==> config.mk <==
export PLATFORM = sky130hd
export DESIGN_NAME = apb_hole_decoder
export DESIGN_NICKNAME = d
export VERILOG_FILES = /design/src/rtl/apb_dec_pkg.sv /design/src/rtl/region_match.sv /design/src/rtl/err_responder.sv /design/src/rtl/resp_mux.sv /design/src/rtl/apb_hole_decoder.sv
export SDC_FILE = /design/constraint.sdc
export NUM_CORES = 1
export LEC_CHECK = 0
export BUFFER_PORTS_ARGS = -buffer_cell sky130_fd_sc_hd__buf_2
export CAP_MARGIN = 30
export CORE_AREA = 2 2 67 69
export DETAILED_ROUTE_END_ITERATION = 7
export DIE_AREA = 0 0 69 71
export GPL_TIMING_DRIVEN = 0
export PLACE_DENSITY = 0.8
export RECOVER_POWER = 25
export SETUP_SLACK_MARGIN = 0.2
export SYNTH_ARGS = -nofsm -noshare
export SYNTH_HDL_FRONTEND = slang
export SYNTH_SLANG_ARGS = --single-unit
==> constraint.sdc <==
create_clock -name clk -period 5 [get_ports clk]
set_input_delay 0.5 -clock clk [delete_from_list [all_inputs] [get_ports clk]]
set_output_delay 0.5 -clock clk [all_outputs]
set_load 0.02 [all_outputs]
==> src/rtl/apb_dec_pkg.sv <==
package apb_dec_pkg;
  localparam int ADDR_W_DFLT = 32;
  localparam int DATA_W_DFLT = 32;
  localparam int N_REG_DFLT  = 3;

  // Region i occupies bits [ADDR_W*i +: ADDR_W]
  localparam logic [N_REG_DFLT*ADDR_W_DFLT-1:0] BASE_DFLT =
    {32'h4000_3000, 32'h4000_1000, 32'h4000_0000};
  localparam logic [N_REG_DFLT*ADDR_W_DFLT-1:0] LIMIT_DFLT =
    {32'h4000_3FFF, 32'h4000_1FFF, 32'h4000_0FFF};

  typedef struct packed {
    logic ready;
    logic err;
  } rsp_flags_t;
endpackage

==> src/rtl/region_match.sv <==
module region_match #(
  parameter int ADDR_W = 32,
  parameter logic [ADDR_W-1:0] BASE  = '0,
  parameter logic [ADDR_W-1:0] LIMIT = '1
) (
  input  logic              bus_sel,
  input  logic [ADDR_W-1:0] addr,
  output logic              hit,
  output logic              sel
);
  always_comb begin
    hit = (addr >= BASE) && (addr <= LIMIT);
    sel = bus_sel & hit;
  end
endmodule

==> src/rtl/err_responder.sv <==
module err_responder
  import apb_dec_pkg::*;
(
  input  logic       clk,
  input  logic       rst_n,
  input  logic       dflt_sel,
  input  logic       enable,
  output rsp_flags_t flags
);
  always_ff @(posedge clk or negedge rst_n) begin
    if (!rst_n) begin
      flags <= '0;
    end else if (dflt_sel && enable) begin
      flags <= '{ready: 1'b1, err: 1'b1};
    end else begin
      flags <= '0;
    end
  end

  AST_ONE_WAIT: assert property (@(posedge clk) disable iff (!rst_n)
    (dflt_sel && enable && !flags.ready) |=> flags.ready) else $error("one wait");
  AST_ERR_PAIRED: assert property (@(posedge clk) disable iff (!rst_n)
    $rose(flags.ready) |-> $past(dflt_sel && enable)) else $error("paired");
endmodule

==> src/rtl/resp_mux.sv <==
module resp_mux
  import apb_dec_pkg::*;
#(
  parameter int N_REG  = 3,
  parameter int DATA_W = 32
) (
  input  logic                    dflt_sel,
  input  rsp_flags_t              dflt_flags,
  input  logic [N_REG-1:0]        tgt_sel,
  input  logic [N_REG-1:0]        tgt_ready,
  input  logic [N_REG-1:0]        tgt_err,
  input  logic [N_REG*DATA_W-1:0] tgt_rdata,
  output logic                    ready,
  output logic                    err,
  output logic [DATA_W-1:0]       rdata
);
  always_comb begin
    ready = 1'b0;
    err   = 1'b0;
    rdata = '0;
    // descending walk: lowest-numbered selected region wins
    for (int i = N_REG - 1; i >= 0; i--) begin
      if (tgt_sel[i]) begin
        ready = tgt_ready[i];
        err   = tgt_err[i];
        rdata = tgt_rdata[DATA_W*i +: DATA_W];
      end
    end
    if (dflt_sel) begin
      ready = dflt_flags.ready;
      err   = dflt_flags.err;
      rdata = '0;
    end
  end
endmodule

==> src/rtl/apb_hole_decoder.sv <==
module apb_hole_decoder
  import apb_dec_pkg::*;
#(
  parameter int ADDR_W   = ADDR_W_DFLT,
  parameter int DATA_W   = DATA_W_DFLT,
  parameter int N_REG    = N_REG_DFLT,
  parameter logic [N_REG*ADDR_W-1:0] REG_BASE  = BASE_DFLT,
  parameter logic [N_REG*ADDR_W-1:0] REG_LIMIT = LIMIT_DFLT,
  parameter int MAX_WAIT = 16
) (
  input  logic                    clk,
  input  logic                    rst_n,
  input  logic                    mgr_sel,
  input  logic                    mgr_enable,
  input  logic [ADDR_W-1:0]       mgr_addr,
  output logic                    mgr_ready,
  output logic                    mgr_err,
  output logic [DATA_W-1:0]       mgr_rdata,
  output logic [N_REG-1:0]        tgt_sel,
  input  logic [N_REG-1:0]        tgt_ready,
  input  logic [N_REG-1:0]        tgt_err,
  input  logic [N_REG*DATA_W-1:0] tgt_rdata
);
  localparam int CNT_W = $clog2(MAX_WAIT + 1) + 1;

  logic [N_REG-1:0] hit_vec;
  logic             dflt_sel;
  rsp_flags_t       dflt_flags;

  for (genvar g = 0; g < N_REG; g++) begin : g_region
    region_match #(
      .ADDR_W(ADDR_W),
      .BASE  (REG_BASE [ADDR_W*g +: ADDR_W]),
      .LIMIT (REG_LIMIT[ADDR_W*g +: ADDR_W])
    ) u_match (
      .bus_sel(mgr_sel),
      .addr   (mgr_addr),
      .hit    (hit_vec[g]),
      .sel    (tgt_sel[g])
    );
  end

  assign dflt_sel = mgr_sel & ~(|hit_vec);

  err_responder u_err (
    .clk     (clk),
    .rst_n   (rst_n),
    .dflt_sel(dflt_sel),
    .enable  (mgr_enable),
    .flags   (dflt_flags)
  );

  resp_mux #(.N_REG(N_REG), .DATA_W(DATA_W)) u_mux (
    .dflt_sel  (dflt_sel),
    .dflt_flags(dflt_flags),
    .tgt_sel   (tgt_sel),
    .tgt_ready (tgt_ready),
    .tgt_err   (tgt_err),
    .tgt_rdata (tgt_rdata),
    .ready     (mgr_ready),
    .err       (mgr_err),
    .rdata     (mgr_rdata)
  );

  // Stall window counter for the bounded-completion check
  logic [CNT_W-1:0] wait_cnt;
  always_ff @(posedge clk or negedge rst_n) begin
    if (!rst_n) begin
      wait_cnt <= '0;
    end else if (mgr_sel && mgr_enable && !mgr_ready) begin
      if (wait_cnt < CNT_W'(MAX_WAIT)) wait_cnt <= wait_cnt + 1'b1;
    end else begin
      wait_cnt <= '0;
    end
  end

  AST_SEL_ONEHOT: assert property (@(posedge clk) disable iff (!rst_n)
    (mgr_sel && mgr_enable) |-> $onehot({tgt_sel, dflt_sel})) else $error("onehot");
  AST_IDLE_QUIET: assert property (@(posedge clk) disable iff (!rst_n)
    !mgr_sel |-> (tgt_sel == '0 && !mgr_ready && !mgr_err)) else $error("idle");
  AST_NOHIT_ERR: assert property (@(posedge clk) disable iff (!rst_n)
    (dflt_sel && mgr_enable && mgr_ready) |-> (mgr_err && mgr_rdata == '0)) else $error("nohit");
  AST_BOUNDED: assert property (@(posedge clk) disable iff (!rst_n)
    wait_cnt < CNT_W'(MAX_WAIT)) else $error("stall");
endmodule

==> results of run 1 <==
-- power breakdown --
part	leakage, µW	internal (µW)	switching (µW)	total, µW
Sequential	0.0000129	8.65	0.123	8.77
Clock	0	0	0	0
Combinational	0.00112	60.7	48.3	109
Total	0.00113	69.4	48.4	118
-- routing by layer --
metal,part of all wire [%],vias to the layer above,wire (µm),track usage (%)
met1,39,764,1671,19.59
li1,-,911,-,-
met4,0,0,0,0
met2,53,80,2227,33.44
met5,0,-,0,0
met3,7.9,0,334,1.425
-- Yosys cell counts, drive strengths merged --
cell type / instances / area (µm²)
nor2: 68 / 255.2
a21oi: 34 / 170.2
mux2i: 34 / 340.3
buf: 11 / 80.07
clkbuf: 6 / 22.52
nand2: 3 / 11.26
nor3: 3 / 15.01
inv: 2 / 7.510
nor4: 2 / 27.53
o21ai: 2 / 10.01
or4: 2 / 18.77
a31o: 1 / 8.760
a31oi: 1 / 6.260
and4b: 1 / 10.01
dfrtp: 1 / 25.02
nand3: 1 / 17.52
-- layout make-up --
cell class | instances | area (µm²)
plain buffers | 17 | 102.6
fillers | 442 | 2340
inverters | 2 | 7.507
multi-input cells | 152 | 863.3
flip-flops and latches | 1 | 25.02
well taps | 52 | 65.06
repair buffers | 161 | 800.8
-- metrics by stage --
step           worst slack (ns)  area [µm²]  total power (µW)  cells  util [%]
6_report                  1.882        1864             117.8    385     44.35
5_1_grt                   1.659        1864             134.0    385     44.35
4_1_cts                   2.260        1897             120.3    385     45.12
3_5_place_dp              2.275        1897             119.9    385     45.12
3_3_place_gp              2.346        1897             116.5    385     45.12
2_1_floorplan             2.530        1026             62.39    172         -
-- kinds of logic (layout without fill, tap and decap cells) --
logic type | Yosys count | in the layout
AO/OA/AOI/OAI | 38 | 38
buffers and inverters | 19 | 180
flip-flops | 1 | 1
multiplexers | 34 | 34
AND/OR/NAND/NOR | 80 | 80
-- worst max path at each step --
| stage | end | slack (ns) | cells after the start | from |
|---|---|---|---|---|
| 5_1_grt | tgt_sel[1] | 1.66 | 7 | mgr_addr[21] |
| 6_report | tgt_sel[2] | 1.88 | 7 | mgr_addr[21] |
| 2_1_floorplan | mgr_rdata[0] | 2.53 | 5 | mgr_addr[21] |
| 3_3_place_gp | mgr_rdata[22] | 2.35 | 7 | mgr_addr[21] |
| 4_1_cts | mgr_rdata[22] | 2.26 | 7 | mgr_addr[12] |
| 3_5_place_dp | mgr_rdata[22] | 2.28 | 7 | mgr_addr[12] |
-- worst max-delay path, cell delays in order --
cell	delay (ns)
buf_2	0.09
or4_4	0.51
nor4_1	0.41
nand3_1	0.47
nor3_1	0.27
buf_4	0.14
clkbuf_1	0.22
==> results_dict.tcl, run 1 <==
set metrics [dict create \
    outcome "finished, final reports clean" \
    grt_antenna_before_repair 0 \
    required_ns 4.50 \
    drt_iter0_markers 23 \
    final_cell_mix "buf_2, nor2_1, mux2i_1, a21oi_1, clkbuf_1" \
    grt_max_degree 11 \
    cts_setup_buffers 0 \
    initial_utilization_pct 24.40 \
    die_height_um 71 \
    synth.area.mux_share_pct 33.17 \
    synth_xor_area_share_pct 0 \
    clk_pin_slew_ns 0 \
    fp.dieArea_um2 4899 \
    antenna_cells 0 \
    tns_ns 0 \
    ios 175 \
    setup_viol 0 \
    critical_path.startpoint_type "primary input" \
    synth_seq_area_share_pct 2.439 \
    area_delta_synth_final_pct 81.71 \
    drive_gt1_share_pct 50.75 \
    via_per_inst 4.558 \
    arrival_ns 2.62 \
    powerDensity_nw_per_um2 63.19 \
    power_leakage_uw 0.001134 \
    ys_seq_elements 1 \
    drc 0 \
    grt_pass1_vias 1704 \
    maxSlewHeadroom_pct 62.84 \
    layout_commonest_cell "buf_2" \
    cp_max_fo 10 \
    routedWlPerCell_um 10.99 \
    yosys.area_share.simple_pct 34.63 \
    period_share_pct 62.36 \
    grt_setup_unrepaired "false" \
    hold_violations 0 \
    cts.repair.resized 0 \
    maxCapViolCount 0 \
    rows 24 \
    hold_path.class "primary input to async pin" \
    ir_drop_v 0.00002326 \
    cp-end-kind "output port" \
    yosysWarnings 0 \
    synth_top_family_by_area "simple AND/OR/NAND/NOR gates" \
    fin_nets 473 \
    overflow 0 \
    largest-register "u_err.flags" \
    dp_hpwl_mm 3.571 \
    largest_reg_flops 1 \
    synthAdderAreaFrac_pct 0 \
    synthesis.nets 310 \
    grt_pass1_wl_mm 7.155 \
    fmax_mhz 320.7 \
    critPathKind "primary input to output port" \
    die_w_um 69 \
    dr.pass1.iters 4 \
    whs_ns 0.2750 \
    place_congestion 0.7326 \
    port_buffers 161 \
    syn_area_um2 1026 \
    tightest_slew_ns 0.5553 \
    synthCells 172 \
    reg_top3 "u_err.flags x1" \
    yosysUniqueCellTypes 21 \
    drt-total-wl_mm 4.233 \
    core_area_um2 4204 \
    fin_crit_ns 3.118 \
    grt_use_total_pct 16.40 \
    synth_compound_area_share_pct 19.02 \
    antenna_left 0 \
    drv_slew 0 \
    vias 1755 \
    avgSynthCellArea_um2 5.965 \
    hold_buffers 0 \
]
(Power assumes the default switching activity.)
==> inputs of run 2 (changes only) <==
Settings changed: CORE_AREA 2 2 67 69 to 2 2 68 70, DIE_AREA 0 0 69 71 to 0 0 70 72, PLACE_DENSITY 0.8 to 0.78.
Clock period 5 ns to 3.25 ns, I/O delays scaled along.
==> results_dict.tcl, run 2 (same netlist as run 1, synthesis figures left out) <==
set metrics [dict create \
    drt_iter0_markers 40 \
    power.switching_uw 74.94 \
    arrival_ns 2.37 \
    grt_use_total_pct 16.02 \
    vias 1751 \
    required_ns 2.92 \
    period_share_pct 82.91 \
    fp.dieArea_um2 5040 \
    cts_setup_buffers 0 \
    area_delta_synth_final_pct 83.05 \
    reg_top3 "u_err.flags x1" \
    via_per_inst 4.548 \
    routedWlPerCell_um 11.08 \
    core_area_um2 4264 \
    seqPwrFrac_pct 7.4 \
    largest_reg_flops 1 \
    die_w_um 70 \
    fin_nets 473 \
    final_cell_mix "buf_2, nor2_1, mux2i_1, a21oi_1, clkbuf_1" \
    post-route-util_pct 44.04 \
    tightest_slew_ns 0.7322 \
    fin_crit_ns 2.695 \
    dr.pass1.iters 4 \
    hold_buffers 0 \
    drt-total-wl_mm 4.266 \
    tns_ns 0 \
    grt_pass1_wl_mm 7.031 \
    dp_hpwl_mm 3.548 \
    sw_frac_of_total_pct 41.23 \
    comb_power_share_pct 92.6 \
    layout_commonest_cell "buf_2" \
    critPathKind "primary input to output port" \
    ios 175 \
    drive_gt1_share_pct 51.35 \
    antenna_left 0 \
    maxSlewHeadroom_pct 50.74 \
    die_height_um 72 \
    grt_pass1_vias 1656 \
    rows 24 \
    port_buffers 161 \
    hold_violations 0 \
    ir_drop_v 0.00004267 \
    power_leakage_uw 0.001138 \
    antenna_cells 0 \
    grt_max_degree 11 \
    drc 0 \
    drv_slew 0 \
    cp_max_fo 10 \
    largest-register "u_err.flags" \
    initial_utilization_pct 24.06 \
    fmax_mhz 371.1 \
    outcome "finished, final reports clean" \
    cts.repair.resized 0 \
    p_int_uw 106.8 \
    hold_path.class "primary input to async pin" \
    clk_pin_slew_ns 0 \
    clkPwrFrac_pct 0 \
    setup_viol 0 \
    powerDensity_nw_per_um2 96.79 \
    critical_path.startpoint_type "primary input" \
    fillers 450 \
    maxCapViolCount 0 \
    grt_setup_unrepaired "false" \
    overflow 0 \
    grt_antenna_before_repair 0 \
    place_congestion 0.7708 \
    cp-end-kind "output port" \
]
[run 2: changes by cell type in the layout (fill, tap and decap cells not counted)]
cell and change:
buf_2 +1, clkbuf_1 -1, nand3_1 -1, nand3_4 +1
[run 2: critical path, stage by stage]
cell      delay, ns
buf_2          0.10
or4_4          0.51
nor4_1         0.63
nand3_4        0.26
nor3_1         0.20
buf_4          0.13
clkbuf_1       0.22
[run 2: worst max-delay path by stage]
stage,start,to,slack [ns],depth (start not counted)
final,mgr_addr[21],tgt_sel[0],0.56,7
after floorplan,mgr_addr[21],mgr_rdata[0],1.13,5
after detailed placement,mgr_addr[21],mgr_rdata[15],0.94,7
after global placement,mgr_addr[21],mgr_rdata[12],0.95,7
after global routing,mgr_addr[21],tgt_sel[0],0.48,7
after CTS,mgr_addr[21],mgr_rdata[15],0.94,7
[run 2: cell type report]
cell class / count / area [µm²] / area share [%]
Sequential cell: 1 / 25.02 / 1.332
Buffer: 17 / 102.6 / 5.463
Timing Repair Buffer: 161 / 802.0 / 42.70
Multi-Input combinational cell: 152 / 875.8 / 46.64
Tap cell: 52 / 65.06 / 3.464
Inverter: 2 / 7.507 / 0.3997
[run 2: per-stage QoR]
stage	std cells	area (µm²)	power, µW	worst slack [ns]	hold WS (ns)
after floorplan	172	1026	95.98	1.130	0.02941
after global placement	385	1897	179.4	0.9538	0.1012
after detailed placement	385	1897	183.7	0.9364	0.1018
after CTS	385	1897	184.3	0.9358	0.1008
after global routing	385	1878	204.7	0.4767	0.1007
final	385	1878	181.8	0.5554	0.09972
[run 2: layer usage]
| layer | share of wire [%] | routed length (µm) | GRT usage (%) |
|---|---|---|---|
| met5 | 0 | 0 | 0 |
| met2 | 49 | 2083 | 30.58 |
| met3 | 9.8 | 416 | 2.778 |
| met4 | 0.30 | 13 | 2.564 |
| met1 | 41 | 1753 | 19.06 |
[run 2: power by group through the flow]
| stage | clock, µW | combinational [µW] | sequential [µW] |
|---|---|---|---|
| 5_1_grt | 0 | 191 | 13.6 |
| 3_5_place_dp | 0 | 170 | 13.5 |
| 6_report | 0 | 168 | 13.5 |
| 3_3_place_gp | 0 | 166 | 13.5 |
| 2_1_floorplan | 0 | 82.6 | 13.4 |
| 4_1_cts | 0 | 171 | 13.5 |
